===== src/rtl/trig_seq_pkg.sv =====
package trig_seq_pkg;
   typedef enum logic [1:0] {
      MODE_PLAIN   = 2'd0,
      MODE_WINDOW  = 2'd1,
      MODE_TIMEOUT = 2'd2,
      MODE_RSVD    = 2'd3
   } stage_mode_e;
endpackage


===== src/rtl/trig_pattern_match.sv =====
module trig_pattern_match #(
   parameter int CH_W  = 8,
   parameter int CHI_W = 3
) (
   input  logic [CH_W-1:0]  smp_i,
   input  logic [CH_W-1:0]  prev_i,
   input  logic [CH_W-1:0]  mask_i,
   input  logic [CH_W-1:0]  val_i,
   input  logic             edge_en_i,
   input  logic             edge_rise_i,
   input  logic [CHI_W-1:0] edge_ch_i,
   output logic             lvl_ok_o,
   output logic             hit_o
);
   logic cur_bit, old_bit, edge_ok;

   assign lvl_ok_o = ((smp_i ^ val_i) & mask_i) == '0;
   assign cur_bit  = smp_i[edge_ch_i];
   assign old_bit  = prev_i[edge_ch_i];
   assign edge_ok  = !edge_en_i ||
                     (edge_rise_i ? (!old_bit && cur_bit) : (old_bit && !cur_bit));
   assign hit_o    = lvl_ok_o && edge_ok;
endmodule


===== src/rtl/trig_stage_eval.sv =====
module trig_stage_eval
   import trig_seq_pkg::*;
#(
   parameter int CNT_W        = 8,
   parameter int USE_DURATION = 1
) (
   input  logic             lvl_ok_i,
   input  logic             hit_i,
   input  logic             abort_i,
   input  logic [CNT_W-1:0] held_q_i,
   input  logic [CNT_W-1:0] occ_q_i,
   input  logic [CNT_W-1:0] tmr_q_i,
   input  logic [CNT_W-1:0] dur_i,
   input  logic [CNT_W-1:0] occ_n_i,
   input  logic [CNT_W-1:0] limit_i,
   input  stage_mode_e      mode_i,
   output logic             take_x_o,
   output logic             take_y_o,
   output logic [CNT_W-1:0] held_d_o,
   output logic [CNT_W-1:0] occ_d_o,
   output logic [CNT_W-1:0] tmr_d_o
);
   localparam logic [CNT_W-1:0] CMAX = '1;

   logic             dur_ok, match, met, expired;
   logic [CNT_W:0]   occ_nx, tmr_nx;

   generate
      if (USE_DURATION != 0) begin : g_dur
         always_comb begin
            if (!lvl_ok_i)              held_d_o = '0;
            else if (held_q_i == CMAX)  held_d_o = CMAX;
            else                        held_d_o = held_q_i + 1'b1;
         end
         assign dur_ok = held_d_o >= dur_i;
      end else begin : g_nodur
         assign held_d_o = '0;
         assign dur_ok   = 1'b1;
      end
   endgenerate

   assign match   = hit_i && dur_ok;
   assign occ_nx  = {1'b0, occ_q_i} + 1'b1;
   assign met     = match && (occ_nx >= {1'b0, occ_n_i});
   assign occ_d_o = (match && occ_q_i != CMAX) ? occ_nx[CNT_W-1:0] : occ_q_i;
   assign tmr_nx  = {1'b0, tmr_q_i} + 1'b1;
   assign expired = tmr_nx >= {1'b0, limit_i};
   assign tmr_d_o = (tmr_q_i == CMAX) ? CMAX : tmr_nx[CNT_W-1:0];

   always_comb begin
      unique case (mode_i)
         MODE_WINDOW: begin
            take_x_o = met;
            take_y_o = abort_i || expired;
         end
         MODE_TIMEOUT: begin
            take_x_o = expired && !met;
            take_y_o = abort_i || met;
         end
         default: begin
            take_x_o = met;
            take_y_o = abort_i;
         end
      endcase
   end
endmodule


===== src/rtl/trig_holdoff.sv =====
module trig_holdoff #(
   parameter int HOLD_W = 8
) (
   input  logic              clk,
   input  logic              rst_n,
   input  logic              fire_i,
   input  logic [HOLD_W-1:0] len_i,
   output logic              busy_o
);
   logic [HOLD_W-1:0] cnt_q;

   assign busy_o = cnt_q != '0;

   always_ff @(posedge clk) begin
      if (!rst_n)      cnt_q <= '0;
      else if (fire_i) cnt_q <= len_i;
      else if (busy_o) cnt_q <= cnt_q - 1'b1;
   end


   hold_load_chk: assert property (@(posedge clk) disable iff (!rst_n)
      (fire_i && len_i != '0) |=> busy_o);
endmodule


===== src/rtl/seq_trig_engine.sv =====
module seq_trig_engine
   import trig_seq_pkg::*;
#(
   parameter int CH_W         = 8,
   parameter int N_STAGES     = 4,
   parameter int CNT_W        = 8,
   parameter int HOLD_W       = 8,
   parameter int USE_DURATION = 1,
   localparam int STG_W = (N_STAGES > 1) ? $clog2(N_STAGES) : 1,
   localparam int CHI_W = (CH_W > 1) ? $clog2(CH_W) : 1
) (
   input  logic                      clk,
   input  logic                      rst_n,
   input  logic                      smp_valid,
   input  logic [CH_W-1:0]           smp_data,
   input  logic                      ext_trig,
   input  logic [N_STAGES*CH_W-1:0]  cfg_lvl_mask,
   input  logic [N_STAGES*CH_W-1:0]  cfg_lvl_val,
   input  logic [N_STAGES-1:0]       cfg_edge_en,
   input  logic [N_STAGES-1:0]       cfg_edge_rise,
   input  logic [N_STAGES*CHI_W-1:0] cfg_edge_ch,
   input  logic [N_STAGES*CNT_W-1:0] cfg_dur,
   input  logic [N_STAGES*CNT_W-1:0] cfg_occ,
   input  logic [N_STAGES*CNT_W-1:0] cfg_limit,
   input  logic [N_STAGES*2-1:0]     cfg_mode,
   input  logic [N_STAGES*CH_W-1:0]  cfg_abort_mask,
   input  logic [N_STAGES*CH_W-1:0]  cfg_abort_val,
   input  logic [N_STAGES*STG_W-1:0] cfg_next,
   input  logic [N_STAGES-1:0]       cfg_final,
   input  logic [HOLD_W-1:0]         cfg_holdoff,
   output logic                      trig_o,
   output logic [STG_W-1:0]          stage_o
);
   generate
      if (N_STAGES != 2 && N_STAGES != 4) begin : g_bad_stages
         $error("N_STAGES must be 2 or 4");
      end
      if (CH_W < 2 || (1 << CHI_W) != CH_W) begin : g_bad_width
         $error("CH_W must be a power of two of at least 2");
      end
      if (CNT_W < 2 || HOLD_W < 1) begin : g_bad_cnt
         $error("counter widths too small");
      end
   endgenerate

   logic [CH_W-1:0]  lmask_a [N_STAGES];
   logic [CH_W-1:0]  lval_a  [N_STAGES];
   logic [CH_W-1:0]  amask_a [N_STAGES];
   logic [CH_W-1:0]  aval_a  [N_STAGES];
   logic [CHI_W-1:0] ech_a   [N_STAGES];
   logic [CNT_W-1:0] dur_a   [N_STAGES];
   logic [CNT_W-1:0] occ_a   [N_STAGES];
   logic [CNT_W-1:0] lim_a   [N_STAGES];
   logic [STG_W-1:0] nxt_a   [N_STAGES];
   stage_mode_e      mode_a  [N_STAGES];

   for (genvar s = 0; s < N_STAGES; s++) begin : g_cfg
      assign lmask_a[s] = cfg_lvl_mask[s*CH_W +: CH_W];
      assign lval_a[s]  = cfg_lvl_val[s*CH_W +: CH_W];
      assign amask_a[s] = cfg_abort_mask[s*CH_W +: CH_W];
      assign aval_a[s]  = cfg_abort_val[s*CH_W +: CH_W];
      assign ech_a[s]   = cfg_edge_ch[s*CHI_W +: CHI_W];
      assign dur_a[s]   = cfg_dur[s*CNT_W +: CNT_W];
      assign occ_a[s]   = cfg_occ[s*CNT_W +: CNT_W];
      assign lim_a[s]   = cfg_limit[s*CNT_W +: CNT_W];
      assign nxt_a[s]   = cfg_next[s*STG_W +: STG_W];
      assign mode_a[s]  = stage_mode_e'(cfg_mode[s*2 +: 2]);
   end

   logic [STG_W-1:0] stage_q;
   logic [CH_W-1:0]  prev_q;
   logic [CNT_W-1:0] held_q, occ_q, tmr_q;
   logic [CNT_W-1:0] held_d, occ_d, tmr_d;
   logic             trig_q, busy, fire;
   logic             lvl_ok, hit, abort_hit, take_x, take_y;
   logic [CH_W-1:0]  sel_amask;

   assign sel_amask = amask_a[stage_q];
   assign abort_hit = (sel_amask != '0) &&
                      (((smp_data ^ aval_a[stage_q]) & sel_amask) == '0);

   trig_pattern_match #(.CH_W(CH_W), .CHI_W(CHI_W)) u_pat (
      .smp_i      (smp_data),
      .prev_i     (prev_q),
      .mask_i     (lmask_a[stage_q]),
      .val_i      (lval_a[stage_q]),
      .edge_en_i  (cfg_edge_en[stage_q]),
      .edge_rise_i(cfg_edge_rise[stage_q]),
      .edge_ch_i  (ech_a[stage_q]),
      .lvl_ok_o   (lvl_ok),
      .hit_o      (hit)
   );

   trig_stage_eval #(.CNT_W(CNT_W), .USE_DURATION(USE_DURATION)) u_eval (
      .lvl_ok_i(lvl_ok),
      .hit_i   (hit),
      .abort_i (abort_hit),
      .held_q_i(held_q),
      .occ_q_i (occ_q),
      .tmr_q_i (tmr_q),
      .dur_i   (dur_a[stage_q]),
      .occ_n_i (occ_a[stage_q]),
      .limit_i (lim_a[stage_q]),
      .mode_i  (mode_a[stage_q]),
      .take_x_o(take_x),
      .take_y_o(take_y),
      .held_d_o(held_d),
      .occ_d_o (occ_d),
      .tmr_d_o (tmr_d)
   );

   assign fire = !busy &&
                 (ext_trig || (smp_valid && take_x && cfg_final[stage_q]));

   trig_holdoff #(.HOLD_W(HOLD_W)) u_hold (
      .clk   (clk),
      .rst_n (rst_n),
      .fire_i(fire),
      .len_i (cfg_holdoff),
      .busy_o(busy)
   );

   always_ff @(posedge clk) begin
      if (!rst_n) begin
         stage_q <= '0;
         prev_q  <= '0;
         held_q  <= '0;
         occ_q   <= '0;
         tmr_q   <= '0;
         trig_q  <= 1'b0;
      end else begin
         trig_q <= fire;
         if (smp_valid) prev_q <= smp_data;
         if (!busy) begin
            if (ext_trig || (smp_valid && (take_x || take_y))) begin
               held_q <= '0;
               occ_q  <= '0;
               tmr_q  <= '0;
               if (!ext_trig && take_x && !cfg_final[stage_q])
                  stage_q <= nxt_a[stage_q];
               else
                  stage_q <= '0;
            end else if (smp_valid) begin
               held_q <= held_d;
               occ_q  <= occ_d;
               tmr_q  <= tmr_d;
            end
         end
      end
   end

   assign trig_o  = trig_q;
   assign stage_o = stage_q;


   trig_busy_chk: assert property (@(posedge clk) disable iff (!rst_n)
      busy |=> !trig_o);

   ext_fire_chk: assert property (@(posedge clk) disable iff (!rst_n)
      (ext_trig && !busy) |=> trig_o);

   trig_home_chk: assert property (@(posedge clk) disable iff (!rst_n)
      trig_o |-> (stage_o == '0));

   entry_clear_chk: assert property (@(posedge clk) disable iff (!rst_n)
      (stage_q != $past(stage_q)) |-> (tmr_q == '0 && occ_q == '0 && held_q == '0));

   idle_hold_chk: assert property (@(posedge clk) disable iff (!rst_n)
      (!smp_valid && !ext_trig) |=> $stable(stage_q));
endmodule


===== config.mk =====
export PLATFORM = sky130hd
export DESIGN_NAME = seq_trig_engine
export DESIGN_NICKNAME = d
export VERILOG_FILES = /design/src/rtl/trig_seq_pkg.sv /design/src/rtl/trig_pattern_match.sv /design/src/rtl/trig_stage_eval.sv /design/src/rtl/trig_holdoff.sv /design/src/rtl/seq_trig_engine.sv
export SDC_FILE = /design/constraint.sdc
export NUM_CORES = 1
export LEC_CHECK = 0
export BUFFER_PORTS_ARGS = -buffer_cell sky130_fd_sc_hd__buf_2
export CAP_MARGIN = 20
export CORE_ASPECT_RATIO = 0.75
export CORE_MARGIN = 5
export CORE_UTILIZATION = 49
export CTS_BUF_LIST = sky130_fd_sc_hd__clkbuf_4 sky130_fd_sc_hd__clkbuf_8 sky130_fd_sc_hd__clkbuf_16
export CTS_CLUSTER_SIZE = 24
export DETAILED_ROUTE_END_ITERATION = 10
export PLACE_DENSITY_LB_ADDON = 0.25
export SETUP_SLACK_MARGIN = 0.1
export SLEW_MARGIN = 25
export SYNTH_ARGS = -nofsm -noshare
export SYNTH_HDL_FRONTEND = slang
export SYNTH_HIERARCHICAL = 1
export SYNTH_SLANG_ARGS = --single-unit

===== constraint.sdc =====
create_clock -name clk -period 8.4 [get_ports clk]
set_input_delay 0.84 -clock clk [delete_from_list [all_inputs] [get_ports clk]]
set_output_delay 0.84 -clock clk [all_outputs]
set_load 0.02 [all_outputs]

# After elaboration in Yosys (flattened, before gate mapping)
# Cells that the tools add are included.
[word_totals]
regBits = 43
latch_bits = 0
mem_bits_rw = 0
rom_bits = 0
input_bits = 284
out_inout_bits = 3
word_cells = 121
memories = 0
[op_classes]
addsub = 4
multipliers = 0
div = 0
magnitude_cmp = 6
n_eq_ne = 5
n_shift = 0
n_mux = 56
bitwise = 6
reduce_logical = 37
[op_table]
columns = ["operator", "n"]
rows = [
  ["8-bit two-way mux", 26],
  ["8-bit binary-select mux with 2-bit select", 7],
  ["8-bit by 1-bit adder with 9-bit output, second input constant", 2],
  ["9-bit by 8-bit >= comparator with 1-bit output", 2],
  ["8-bit bitwise AND", 2],
  ["8-bit == test, second input constant", 2],
  ["8-bit logical NOT", 2],
  ["8-bit nonzero test", 2],
  ["8-bit bitwise XOR", 2],
  ["1-bit logical AND", 14],
  ["2-bit two-way mux", 5],
  ["8-bit by 1-bit adder with 8-bit output, second input constant", 1],
  ["2-bit binary-select mux with 2-bit select", 2],
  ["8-bit >= comparator", 1],
  ["8-bit != test, second input constant", 1],
  ["8-bit by 1-bit subtractor with 8-bit output, second input constant", 1],
  ["1-bit logical NOT", 7],
  ["1-bit two-way mux", 7],
  ["1-bit binary-select mux with 2-bit select", 3],
  ["1-bit binary-select mux with 3-bit select", 2],
  ["3-bit binary-select mux with 2-bit select", 1],
  ["1-bit logical OR", 6],
  ["3-bit two-way mux", 2],
  ["2-bit nonzero test", 3],
  ["10 further kinds", 11],
]

# Depth between registers and ports, before layout
# Gate-level depths: netlist of run 1.
[logic_depth]
ltp_word = 21
depth_mapped = 23
depth_no_buf = 18

# Modules after synthesis
# Netlist of run 1, hierarchy kept.
[by_module_without_submodules]
columns = ["module", "instances", "cells_each", "area_each_um2", "seq_area_each_um2"]
rows = [
  ["seq_trig_engine", 1, 227, 2997.9, 700.7],
  ["trig_stage_eval", 1, 168, 1207.4, 0.0],
  ["trig_holdoff", 1, 54, 480.5, 160.2],
  ["trig_pattern_match", 1, 23, 257.7, 0.0],
]

# Worst setup path after synthesis of run 1
# No wires, ideal clock.
[synth_timing]
kind = "flip-flop to flip-flop"
from = "reg stage_q[0] (netlist: stage_o[0])"
to = "reg held_q[0]"
setup_time_ps = 65
arrival_ps = 5364
t_required_ps = 8335
slack_ps = 2971
path_stages_with_launch = 20
path_buffers = 5
synth_period_minus_slack_ps = 5429
path_cell_list = "dfxtp_1 -> buf_6 -> buf_2 -> buf_2 -> buf_2 -> mux4_2 -> mux4_1 -> mux2_4 -> or3_1 -> a31oi_1 -> nand3_1 -> nor2_1 -> a32oi_4 -> a31oi_2 -> mux2i_1 -> or2_2 -> nor3_1 -> clkbuf_1 -> a22oi_1 -> nor2b_1"
[synth_via]
elab_chain_len = 21
elab_cells_between_ends = 73
cone_classes = "order compare: 3; eq/ne: 2; mux: 41; bitwise: 5; reduce/logical: 22"
[synth_rtl]
columns = ["element", "line_no", "rtl"]
rows = [
  ["from (decl)", "seq_trig_engine.sv:70", "logic [STG_W-1:0] stage_q;"],
  ["from (signal assigned)", "seq_trig_engine.sv:140", "stage_q <= nxt_a[stage_q];"],
  ["2-bit NOT with 3-bit output (implied by the code)", "seq_trig_engine.sv:85, seq_trig_engine.sv:86, seq_trig_engine.sv:89", ""],
  ["3-bit binary-select mux with 2-bit select", "seq_trig_engine.sv:89", ".edge_ch_i (ech_a[stage_q]),"],
  ["3-bit two-way mux (implied by the code) (2 in series)", "seq_trig_engine.sv:89", ""],
  ["1-bit binary-select mux with 3-bit select, on equally long branches", "trig_pattern_match.sv:18, trig_pattern_match.sv:19", ""],
  ["1-bit two-way mux, on equally long branches", "trig_pattern_match.sv:18, trig_pattern_match.sv:19", ""],
  ["1-bit logical NOT", "trig_pattern_match.sv:21", "(edge_rise_i ? (!old_bit && cur_bit) : (old_bit && !cur_bit));"],
  ["1-bit logical AND", "trig_pattern_match.sv:21", ""],
  ["1-bit two-way mux", "trig_pattern_match.sv:21", ""],
  ["(+2 left out)", "-", ""],
  ["named net hit", "seq_trig_engine.sv:75", "logic lvl_ok, hit, abort_hit, take_x, take_y;"],
  ["(+3 left out)", "-", ""],
  ["1-bit logical AND", "trig_stage_eval.sv:57", "take_x_o = expired && !met;"],
  ["1-bit two-way mux *", "trig_stage_eval.sv:51", "unique case (mode_i)"],
  ["named net take_x", "seq_trig_engine.sv:75", ""],
  ["1-bit logical OR *", "seq_trig_engine.sv:135", "if (ext_trig || (smp_valid && (take_x || take_y))) begin"],
  ["1-bit logical AND *", "seq_trig_engine.sv:135", ""],
  ["1-bit logical OR *", "seq_trig_engine.sv:135", ""],
  ["2-bit nonzero test (no line)", "-", ""],
  ["2-bit AND reduction (no line)", "-", ""],
  ["to (signal assigned)", "seq_trig_engine.sv:144", "held_q <= held_d;"],
  ["to (decl)", "seq_trig_engine.sv:72", "logic [CNT_W-1:0] held_q, occ_q, tmr_q;"],
]
# Mark *: on every way through the listed nets, which the timed path passes. The rest lies on a longest branch. The select of a mux whose other input is x is not followed.
# A chain may end at the register's enable or synchronous reset.

# Worst setup path in the final report of run 1
[layout_timing]
from = "reg stage_q[1] (netlist: stage_o[1])"
to = "reg u_hold.cnt_q[5]"
[layout_via]
elab_chain_len = 21
elab_cells_between_ends = 59
cone_classes = "order compare: 3; eq/ne: 1; mux: 35; bitwise: 3; reduce/logical: 17"
[layout_rtl]
columns = ["element", "line_no", "rtl"]
rows = [
  ["2-bit NOT with 3-bit output (implied by the code)", "seq_trig_engine.sv:85, seq_trig_engine.sv:86, seq_trig_engine.sv:89", ""],
  ["3-bit binary-select mux with 2-bit select", "seq_trig_engine.sv:89", ""],
  ["3-bit two-way mux (implied by the code) (2 in series)", "seq_trig_engine.sv:89", ""],
  ["1-bit binary-select mux with 3-bit select, on equally long branches", "trig_pattern_match.sv:18, trig_pattern_match.sv:19", ""],
  ["1-bit two-way mux, on equally long branches", "trig_pattern_match.sv:18, trig_pattern_match.sv:19", ""],
  ["1-bit logical NOT", "trig_pattern_match.sv:21", ""],
  ["1-bit logical AND", "trig_pattern_match.sv:21", ""],
  ["1-bit two-way mux", "trig_pattern_match.sv:21", ""],
  ["(+2 left out)", "-", ""],
  ["named net hit", "seq_trig_engine.sv:75", ""],
  ["(+3 left out)", "-", ""],
  ["1-bit logical AND", "trig_stage_eval.sv:57", ""],
  ["1-bit two-way mux *", "trig_stage_eval.sv:51", ""],
  ["named net take_x", "seq_trig_engine.sv:75", ""],
  ["1-bit logical AND * (2 in series)", "seq_trig_engine.sv:113", "(ext_trig || (smp_valid && take_x && cfg_final[stage_q]));"],
  ["1-bit logical OR *", "seq_trig_engine.sv:113", ""],
  ["1-bit logical AND *", "seq_trig_engine.sv:112", "assign fire = !busy &&"],
  ["named net fire", "seq_trig_engine.sv:74", "logic trig_q, busy, fire;"],
  ["8-bit two-way mux or 2-bit nonzero test (tied branches)", "-", ""],
  ["to (signal assigned)", "trig_holdoff.sv:16", "else if (fire_i) cnt_q <= len_i;"],
  ["to (signal assigned)", "trig_holdoff.sv:17", "else if (busy_o) cnt_q <= cnt_q - 1'b1;"],
  ["to (decl)", "trig_holdoff.sv:10", "logic [HOLD_W-1:0] cnt_q;"],
]
# Marked as above.

==> results of run 1 <==
kinds of logic (layout without fill, tap and decap cells):
logic type,count (synthesis),after routing
AOI/OAI and AO/OA,82,82
buffers and inverters,60,332
DFF,43,43
xor gates and xnor gates,41,41
and+or+nand+nor,127,127
adders and majority gates,30,30
muxes,89,89
power by group through the flow:
stage | Clock, W | Sequential (W) | Combinational [W]
5_1_grt | 0.000213 | 0.000280 | 0.000569
3_5_place_dp | 0 | 0.000278 | 0.000514
6_report | 0.000203 | 0.000274 | 0.000521
2_1_floorplan | 0 | 0.000251 | 0.000390
3_3_place_gp | 0 | 0.000276 | 0.000496
4_1_cts | 0.000204 | 0.000273 | 0.000518
registers in the layout, indices dropped and copies added (netlist names):
| register | cells |
|---|---|
| trig_o | 1 |
| tmr_q | 8 |
| held_q | 8 |
| occ_q | 8 |
| prev_q | 8 |
| stage_o | 2 |
| u_hold/cnt_q | 8 |
cell type report:
class / count / area, sq um
well taps: 132 / 165.2
fillers: 808 / 3158
multi-input cells: 369 / 3841
inverters: 34 / 127.6
repair buffers: 290 / 1461
clock buffers: 6 / 138.9
clock inverters: 2 / 16.27
flip-flops and latches: 43 / 865.8
layout by cell type, fill, tap and decap left out, drive strengths merged, types with 4 or more instances in the layout:
cell type	instances
a21o	5
a21oi	16
a22oi	29
and3	5
buf	290
clkbuf	6
dfxtp	43
ha	30
inv	34
mux2	4
mux2i	18
mux4	67
nand2	15
nand2b	13
nand3	16
nand4	5
nor2	12
nor2b	33
nor3	9
o21ai	7
o31ai	4
or2	4
xnor2	13
xor2	28
synth_stat cells (3+ instances only):
cell / count
xor2_1: 28
o21ai_0: 6
mux4_1: 4
ha_1: 30
nor2_1: 11
inv_1: 33
dfxtp_1: 43
a21oi_1: 16
a21o_1: 5
nor3_1: 8
nand2b_1: 13
nor2b_1: 33
nand3_1: 16
a22oi_1: 29
clkbuf_1: 13
xnor2_1: 13
or2_2: 4
buf_2: 9
a211oi_1: 3
mux2i_1: 18
mux4_2: 63
o31ai_1: 4
nand4_1: 5
and3_1: 5
nand2_1: 15
and4_1: 3
or3_1: 3
o211ai_1: 3
path summary, 6_finish.rpt:
kind | from | endpoint
max | stage_o[1]$_SDFFE_PN0P_ | u_hold/cnt_q[5]$_SDFFE_PN0P_
min | prev_q[7]$_SDFFE_PN0P_ | prev_q[7]$_SDFFE_PN0P_
max reg2reg | stage_o[1]$_SDFFE_PN0P_ | u_hold/cnt_q[5]$_SDFFE_PN0P_
min reg2reg | prev_q[7]$_SDFFE_PN0P_ | prev_q[7]$_SDFFE_PN0P_
per-layer routing:
metal | wire length [um] | vias up | global-route usage [%]
met2 | 8487 | 284 | 47.85
met5 | 0 | - | 0
met1 | 6967 | 2458 | 34.73
met4 | 272 | 0 | 5.441
met3 | 1657 | 27 | 7.544
li1 | - | 2370 | -
per-stage QoR:
| step | area, sq um | hold WS, ns | setup WS, ns |
|---|---|---|---|
| 2_1_floorplan | 4943 | 0.4736 | 2.971 |
| 3_3_place_gp | 6461 | 0.4917 | 2.779 |
| 3_5_place_dp | 6461 | 0.5032 | 2.669 |
| 4_1_cts | 6616 | 0.5187 | 2.604 |
| 5_1_grt | 6616 | 0.5442 | 2.102 |
| 6_report | 6616 | 0.5210 | 2.530 |
tightest hold or removal path: stages (launching register included):
cell and delay, ns:
dfxtp_1 0.32, mux2i_1 0.07, nor2b_1 0.10
==> run metrics, run 1 <==
status=finished clean; largest area contributor in the synthesized netlist=mux4_2; Yosys reg bits=43; share of cells above drive strength 1=51.21%; synth warn=6; share of the synthesized area in the top cell type=28.70%; die width=126.0 um; syn avg cell area=10.47 sq um; total power=0.0009979 W; Syn Nets=786; Post-Route Setup TNS=0 ns; power density over the cells=150.8 nW/um^2; worst-path fanout max=38; via count=5,139; First-pass DRT Iterations=6; Inst Count DP=868; H-tree levels=2; WS Path Type=flop to flop; final WL=17,390 um; Final min period=5.870 ns; largest net degree at the start of global routing=47; Max Freq=0.1704 GHz; number of distinct library cells after synthesis=56; Die H=96.99 um; CP Depth=16; Clock power frac=20.3%; Pint=0.0006243 W; final hold viol count=0; utilization after layout=67.69%; Final setup viols=0; first-pass GRT wire length=27,530 um; detailed placement HPWL=14,490 um; number of flops mapped to enable cells by yosys=0; I/O pins=287; clock root buffer=clkbuf_16; vias per cell=5.866; WHS Path Cells=2; main combinational cell family by area after synthesis=multiplexers; unrepaired setup endpoints after global routing=false; mux contribution to synthesized area=35.54%; maxcap violations=0; fin. max-slew vios=0; CTS tree=done; GR Overflow Total=0; initial antenna violation count=0; kind of end point of the critical path=flop; hold_buf cts=0; clk slew on worst S/H paths=0.07 ns; row count=31; Top cell by count, worst path=nor2_1; Post-synth top flop=dfxtp_1; post-synthesis cell area=4943 sq um; Buffers & Inverters on Critical Path=2; Initial Utilization=50.58%; placer congestion estimate=0.9449; Syn Inst Count=472; Worst slew margin=45.33%; die footprint=12,220 sq um; Flop pwr share=27.4%; Adder-Cell Fraction of Synth Area=7.593%; Synth Area in Compound Gates=12.22%; critical path cell sequence=buf_4 > mux4_2 > mux4_1 > mux2_4 > or3_1 > a31oi_1 > nand3_1 > nor2_1 > a32oi_4 > a31oi_2 > mux2i_1 > a21oi_1 > nor2_1 > inv_1 > nand2_1 > o31ai_1; final net count=1,057; CP required=8.56 ns; GRT Total Usage=27.63%; antenna cells=0; Clock Skews=0.01063 ns; logic gate share of total power=52.3%; cts repair resizes=0; Seq/Total Area, Yosys=17.41%; Largest stage delay, worst path=0.87 ns; reg-to-reg slack, setup=2.53 ns; Crit path max-delay family=multiplexers; initial drt markers=389; Worst R2R Path Depth=16; post-detailed-route count of antenna-violating nets=0; critical-path cell with the highest stage delay=dfxtp_2; setup bufs post-CTS=0; Core ar.=9774 sq um; worst-skew pair later-pin latency=0.29 ns; Area contributors post-synth=mux4_2 (29%), dfxtp_1 (17%), ha_1 (7.6%), xor2_1 (5.0%), a22oi_1 (4.4%); vias in the first global route=5,566; Psw=0.0003735 W; Num CTS Buffers=5; Synth Area in Simple Gates=14.91%; crit share post-route=69.88%; VDD IR-drop max=0.1139 mV; Port-buffer cells=286; drt wl/cell=19.85 um; non-filler cells, final=876; post-synthesis xor/xnor area fraction=7.264%; arrival time worst endpoint=6.03 ns; Sw Share=37.43%; Max clock buf depth=2; number of remaining DRC errors=0; startpoint types=flop; worst hold path class=flop to flop; actual slew at the worst max-slew pin=0.8201 ns; Area Growth Syn to Fin=33.84%; LEAKAGE=3.052 nW; Synth async-reset ratio=0%; Sink Count=43
(Power assumes the default switching activity.)
==> inputs of run 2 (changes only) <==
--- a/config.mk
+++ b/config.mk
@@ -5,11 +5,12 @@
 export SDC_FILE = /design/constraint.sdc
 export NUM_CORES = 1
 export LEC_CHECK = 0
+export ABC_AREA = 1
 export BUFFER_PORTS_ARGS = -buffer_cell sky130_fd_sc_hd__buf_2
 export CAP_MARGIN = 20
 export CORE_ASPECT_RATIO = 0.75
 export CORE_MARGIN = 5
-export CORE_UTILIZATION = 49
+export CORE_UTILIZATION = 43
 export CTS_BUF_LIST = sky130_fd_sc_hd__clkbuf_4 sky130_fd_sc_hd__clkbuf_8 sky130_fd_sc_hd__clkbuf_16
 export CTS_CLUSTER_SIZE = 24
 export DETAILED_ROUTE_END_ITERATION = 10
==> constraint.sdc (replaced) <==
create_clock -name clk -period 5.05 [get_ports clk]
set_input_delay 0.505 -clock clk [delete_from_list [all_inputs] [get_ports clk]]
set_output_delay 0.505 -clock clk [all_outputs]
set_load 0.02 [all_outputs]
==> run 2 against run 1 <==
  * Cell area grew 9.7%
  * Flip-flop and latch count is the same
  * Utilization shrank 12 points
  * Register-to-register slack lost 1.9 ns
  * Routed wire length grew 17%
  * Power grew 100%
  * Sequential power grew 48%
  * Clock power grew 67%
  * Clock skew shrank 0.0038 ns
  * Maximum frequency grew 33%
  * Critical path depth grew 12
  * Via count grew 44%
==> run metrics, run 2 <==
I/O pins=287 (unchanged); most common cell after layout, fill and taps aside=buf_2 (unchanged); critical-path cell with the highest stage delay=buf_6 (was dfxtp_2); Crit path max-delay family=compound AO/OA/AOI/OAI gates (was multiplexers); GRT Total Usage=24.62% (was 27.63%); initial antenna violation count=3 (was 0); fill count=1,397 (was 808); worst-path fanout max=81 (was 38); Max Freq=0.2267 GHz (was 0.1704 GHz); Clock power frac=16.9% (was 20.3%); clock root buffer=clkbuf_16 (unchanged); VDD IR-drop max=0.1528 mV (was 0.1139 mV); number of remaining DRC errors=0 (unchanged); detailed placement HPWL=16,180 um (was 14,490 um); Port-buffer cells=286 (unchanged); clk slew on worst S/H paths=0.07 ns (about the same); Area Growth Syn to Fin=28.73% (was 33.84%); most common cell in the synthesized netlist=nand2_1 (was mux4_2); Seq/Total Area, Yosys=15.26% (was 17.41%); unrepaired setup endpoints after global routing=false (unchanged); CTS tree=done (unchanged); worst-skew pair later-pin latency=0.29 ns (about the same); die footprint=15,530 sq um (was 12,220 sq um); LEAKAGE=3.880 nW (was 3.052 nW); Synth top cells by count=nand2_1 (272), nor2_1 (126), o21ai_0 (110), inv_1 (106), nand3_1 (84) (was mux4_2 (63), dfxtp_1 (43), inv_1 (33), nor2b_1 (33), ha_1 (30)); drt wl/cell=14.08 um (was 19.85 um); Die H=109.2 um (was 96.99 um); utilization after layout=56.17% (was 67.69%); largest area contributor in the synthesized netlist=nand2_1 (was mux4_2); arrival time worst endpoint=4.63 ns (was 6.03 ns); final net count=1,579 (was 1,057); Final setup viols=0 (unchanged); Area contributors post-synth=nand2_1 (18%), dfxtp_1 (15%), o21ai_0 (9.8%), nor2_1 (8.4%), nand3_1 (7.5%) (was mux4_2 (29%), dfxtp_1 (17%), ha_1 (7.6%), xor2_1 (5.0%), a22oi_1 (4.4%)); Flop pwr share=20.2% (was 27.4%); maxcap violations=0 (unchanged); Buffers & Inverters on Critical Path=6 (was 2); Final min period=4.411 ns (was 5.870 ns); Psw=0.0009678 W (was 0.0003735 W); status=finished clean (unchanged); row count=36 (was 31); final hold viol count=0 (unchanged); Sw Share=48.19% (was 37.43%); crit share post-route=87.35% (was 69.88%); H-tree levels=2 (unchanged); via count=7,422 (was 5,139); Syn Inst Count=1,016 (was 472); Initial Utilization=43.63% (was 50.58%); Largest stage delay, worst path=0.41 ns (was 0.87 ns); placer congestion estimate=0.9797 (was 0.9449); share of cells above drive strength 1=27.09% (was 51.21%); actual slew at the worst max-slew pin=0.8013 ns (was 0.8201 ns); vias per cell=5.154 (was 5.866); GR Overflow Total=0 (unchanged); synth warn=6 (unchanged); Yosys reg bits=43 (unchanged); startpoint types=flop (unchanged); post-synthesis cell area=5640 sq um (was 4943 sq um); logic gate share of total power=62.8% (was 52.3%); kind of end point of the critical path=flop (unchanged); vias in the first global route=6,654 (was 5,566); first-pass GRT wire length=31,380 um (was 27,530 um); Clock Skews=0.006781 ns (was 0.01063 ns); Max clock buf depth=2 (unchanged); syn avg cell area=5.552 sq um (was 10.47 sq um); Core ar.=12,930 sq um (was 9774 sq um); Num CTS Buffers=5 (unchanged); initial drt markers=547 (was 389); Worst slew margin=46.25% (was 45.33%); final WL=20,270 um (was 17,390 um); commonest cells after routing, fill and taps aside=buf_2 (286), nand2_1 (272), nor2_1 (126) (was buf_2 (286), mux4_2 (63), dfxtp_1 (41)); share of the synthesized area in the top cell type=18.10% (was 28.70%); CP required=5.27 ns (was 8.56 ns); die width=142.3 um (was 126.0 um); post-detailed-route count of antenna-violating nets=0 (unchanged); WS Path Type=flop to flop (unchanged); Post-Route Setup TNS=0 ns (unchanged); Top cell by count, worst path=nand2_1 (was nor2_1); Sink Count=43 (unchanged); Syn Nets=1,330 (was 786); First-pass DRT Iterations=5 (was 6); number of flops mapped to enable cells by yosys=0 (unchanged); setup bufs post-CTS=0 (unchanged); Pint=0.001041 W (was 0.0006243 W); Post-synth top flop=dfxtp_1 (unchanged); worst hold path class=input port to flop (was flop to flop); number of distinct library cells after synthesis=46 (was 56); power density over the cells=276.6 nW/um^2 (was 150.8 nW/um^2); Synth async-reset ratio=0% (unchanged); largest net degree at the start of global routing=82 (was 47); fin. max-slew vios=0 (unchanged)
## run 2: cell count changes in the layout (fill, tap and decap cells not counted), moves of 9 or more
cell	delta
a21oi_1	+38
a22oi_1	-29
inv_1	+71
mux2i_1	-17
mux4_2	-63
nand2_1	+257
nand2b_1	-13
nand3_1	+68
nor2_1	+115
nor2b_1	-33
o21ai_0	+104
o22ai_1	+47
xnor2_1	-9
xor2_1	-15
## run 2: layout make-up
type	instances	area, sq um	share of cell area [%]
diodes	3	7.507	0.1034
clock buffers	6	138.9	1.913
clock inverters	2	16.27	0.2240
inverters	111	424.2	5.842
multi-input cells	805	4061	55.94
flip-flops and latches	43	865.8	11.92
well taps	171	214.0	2.947
repair buffers	299	1533	21.11
## run 2: stage by stage
| stage | setup slack, ns | hold slack (ns) | instances | power (W) | cell area, sq um |
|---|---|---|---|---|---|
| 3_5_place_dp | 0.5378 | 0.4707 | 1429 | 0.001668 | 7093 |
| 4_1_cts | 0.5277 | 0.4593 | 1437 | 0.002008 | 7248 |
| 3_3_place_gp | 0.7532 | 0.4698 | 1429 | 0.001644 | 7093 |
| 5_1_grt | 0.1496 | 0.4686 | 1440 | 0.002212 | 7261 |
| 2_1_floorplan | 0.6787 | 0.4572 | 1016 | 0.001340 | 5640 |
| 6_report | 0.6386 | 0.4640 | 1440 | 0.002008 | 7261 |
## run 2: logic make-up (layout without fill, tap and decap cells)
logic type | count (synthesis) | after routing | share of synthesized area [%]
AND/OR/NAND/NOR | 525 | 525 | 40.04
XOR/XNOR | 17 | 17 | 2.640
adder cells (fa/ha/maj) | 30 | 30 | 6.655
AO/OA/AOI/OAI | 232 | 232 | 22.49
flip-flops | 43 | 43 | 15.26
other | 0 | 3 | 0
multiplexers | 1 | 1 | 0.1775
buffers and inverters | 168 | 418 | 12.73
## run 2: worst paths after layout
path                                 from                            to  slack [ns]  cells past startpoint
hold / removal             cfg_holdoff[5]  u_hold/cnt_q[5]$_SDFFE_PN0P_        0.46                      3
setup reg to reg  stage_o[0]$_SDFFE_PN0P_  u_hold/cnt_q[1]$_SDFFE_PN0P_        0.64                     28
hold reg to reg    held_q[5]$_SDFFE_PN0P_        held_q[5]$_SDFFE_PN0P_        0.48                      2
setup / recovery  stage_o[0]$_SDFFE_PN0P_  u_hold/cnt_q[1]$_SDFFE_PN0P_        0.64                     28
## run 2: power by group through the flow
stage | registers, W | clock network (W) | logic [W]
6_report | 0.000406 | 0.000340 | 0.00126
2_1_floorplan | 0.000406 | 0 | 0.000934
4_1_cts | 0.000405 | 0.000344 | 0.00126
3_5_place_dp | 0.000413 | 0 | 0.00126
3_3_place_gp | 0.000412 | 0 | 0.00123
5_1_grt | 0.000411 | 0.000360 | 0.00144
## run 2: tightest hold or removal path, stage by stage
cell	delay, ns
buf_2	0.09
nand2_1	0.05
a21oi_1	0.05
## run 2: routing by layer
layer / up-vias / global-route usage [%] / share of wire, %
met2: 327 / 40.91 / 45
met5: - / 0 / 0
met4: 0 / 5.753 / 1.5
met1: 3234 / 33.29 / 45
li1: 3835 / - / -
met3: 26 / 4.340 / 8.8
## run 2: repair_timing
| item | in CTS | in global routing |
|---|---|---|
| hold buffers | 0 | 0 |
| gates resized for setup | 0 | 2 |
| endpoints found under the setup margin | 0 | 6 |
==> inputs of run 3 (changes only) <==
--- a/config.mk
+++ b/config.mk
@@ -15,6 +15,7 @@
 export CTS_CLUSTER_SIZE = 24
 export DETAILED_ROUTE_END_ITERATION = 10
 export PLACE_DENSITY_LB_ADDON = 0.25
+export REMOVE_ABC_BUFFERS = 1
 export SETUP_SLACK_MARGIN = 0.1
 export SLEW_MARGIN = 25
 export SYNTH_ARGS = -nofsm -noshare
==> run 3 against run 2 <==
  * Power grew 1.8%
  * Utilization grew 0.11 points
  * Critical endpoint unchanged
  * Clock skew down 0.0030 ns
  * Non-clock buffer count down 1
  * First-iteration DRC count down 14%
==> run metrics, run 3 (synthesized netlist as in run 2, its figures left out) <==
cts repair resizes=0 (unchanged); status=finished clean (unchanged); startpoint types=flop (unchanged); Largest stage delay, worst path=0.55 ns (was 0.41 ns); non-filler cells, final=1,436 (was 1,440); placer congestion estimate=0.9128 (was 0.9797); Core ar.=12,930 sq um (unchanged); die footprint=15,530 sq um (unchanged); maxcap violations=0 (unchanged); power density over the cells=281.1 nW/um^2 (was 276.6 nW/um^2); clock root buffer=clkbuf_16 (unchanged); GR Overflow Total=0 (unchanged); crit share post-route=86.96% (was 87.35%); utilization after layout=56.27% (was 56.17%); GRT Total Usage=22.99% (was 24.62%); most common cell after layout, fill and taps aside=buf_2 (unchanged); kind of end point of the critical path=flop (unchanged); detailed placement HPWL=14,900 um (was 16,180 um); actual slew at the worst max-slew pin=0.7786 ns (was 0.8013 ns); CP required=5.22 ns (was 5.27 ns); share of cells above drive strength 1=27.11% (was 27.09%); Top cell by count, worst path=nand2_1 (unchanged); worst-skew pair later-pin latency=0.29 ns (about the same); arrival time worst endpoint=4.57 ns (was 4.63 ns); VDD IR-drop max=0.1712 mV (was 0.1528 mV); drt wl/cell=13.05 um (was 14.08 um); Initial Utilization=43.63% (unchanged); WS Path Type=flop to flop (unchanged); final hold viol count=0 (unchanged); placed cell areas=7099 sq um (was 7093 sq um); die width=142.3 um (unchanged); H-tree levels=2 (unchanged); Place WS=0.6735 ns (was 0.5378 ns); setup bufs post-CTS=0 (unchanged); CTS tree=done (unchanged); row count=36 (unchanged); Max clock buf depth=2 (unchanged); clk slew on worst S/H paths=0.06 ns (was 0.07 ns); number of remaining DRC errors=0 (unchanged); critical-path cell with the highest stage delay=dfxtp_4 (was buf_6); vias per cell=5.100 (was 5.154); largest net degree at the start of global routing=69 (was 82); vias in the first global route=6,603 (was 6,654); hold_buf cts=0 (unchanged); commonest cells after routing, fill and taps aside=buf_2 (286), nand2_1 (272), nor2_1 (126) (unchanged); Final min period=4.392 ns (was 4.411 ns); worst-path fanout max=57 (was 81); Final Worst Setup Slack=0.6583 ns (was 0.6386 ns); antenna cells=0 (was 3); first-pass GRT wire length=29,860 um (was 31,380 um); Sink Count=43 (unchanged); final net count=1,578 (was 1,579); via count=7,324 (was 7,422); Final setup viols=0 (unchanged); Area Growth Syn to Fin=28.97% (was 28.73%); unrepaired setup endpoints after global routing=false (unchanged); post-detailed-route count of antenna-violating nets=0 (unchanged); Worst slew margin=47.77% (was 46.25%); Die H=109.2 um (unchanged); First-pass DRT Iterations=5 (unchanged); Port-buffer cells=286 (unchanged); final WL=18,740 um (was 20,270 um); Clock Skews=0.003794 ns (was 0.006781 ns); Inst Count DP=1,428 (was 1,429); fin. max-slew vios=0 (unchanged); LEAKAGE=3.881 nW (was 3.880 nW); worst hold path class=input port to flop (unchanged); Max Freq=0.2277 GHz (was 0.2267 GHz); Num CTS Buffers=5 (unchanged); I/O pins=287 (unchanged); design area=7274 sq um (was 7261 sq um); initial drt markers=472 (was 547); initial antenna violation count=0 (was 3)
run 3: layout make-up:
type                    count  area (sq um)
clock buffers               5         125.1
clock inverters             3         43.79
fillers                  1380          5653
inverters                 111         430.4
multi-input cells         805          4061
flip-flops and latches     43         865.8
well taps                 171         214.0
repair buffers            298          1534
run 3: worst paths after layout:
check                                             start                           end  slack, ns  cells after the start
worst max-delay path            stage_o[0]$_SDFFE_PN0P_  u_hold/cnt_q[1]$_SDFFE_PN0P_       0.66                     29
worst min-delay path                     cfg_holdoff[2]  u_hold/cnt_q[2]$_SDFFE_PN0P_       0.47                      3
worst max register to register  stage_o[0]$_SDFFE_PN0P_  u_hold/cnt_q[1]$_SDFFE_PN0P_       0.66                     29
worst min register to register   held_q[5]$_SDFFE_PN0P_        held_q[5]$_SDFFE_PN0P_       0.49                      2
run 3: routing by layer:
layer | track usage (%) | wire (um) | up-vias
met2 | 36.87 | 8167 | 269
met1 | 32.83 | 8748 | 3202
met4 | 4.384 | 201 | 0
met5 | 0 | 0 | -
met3 | 3.507 | 1621 | 18
li1 | - | - | 3835
run 3: critical path: cells and delay by family (launching register included):
kind	cells	cell delay (ns)
and+or+nand+nor	14	1.38
DFF	1	0.55
buffers and inverters	6	0.97
AOI/OAI and AO/OA	8	1.10
adders and majority gates	1	0.26
run 3: stage by stage:
stage / TNS, ns / total power (W) / hold slack [ns]
final: 0 / 0.002045 / 0.4672
after floorplan: -106.12 / 0.001292 / 0.4578
after detailed placement: 0 / 0.001667 / 0.4786
after global placement: 0 / 0.001652 / 0.4715
after CTS: 0 / 0.002050 / 0.4619
after global routing: 0 / 0.002256 / 0.4708
run 3: report_power, final:
group | switching (W) | total (W) | internal, W
logic | 0.000782 | 0.00125 | 0.000472
registers | 0.0000438 | 0.000418 | 0.000374
clock network | 0.000140 | 0.000374 | 0.000233
total | 0.000966 | 0.00204 | 0.00108
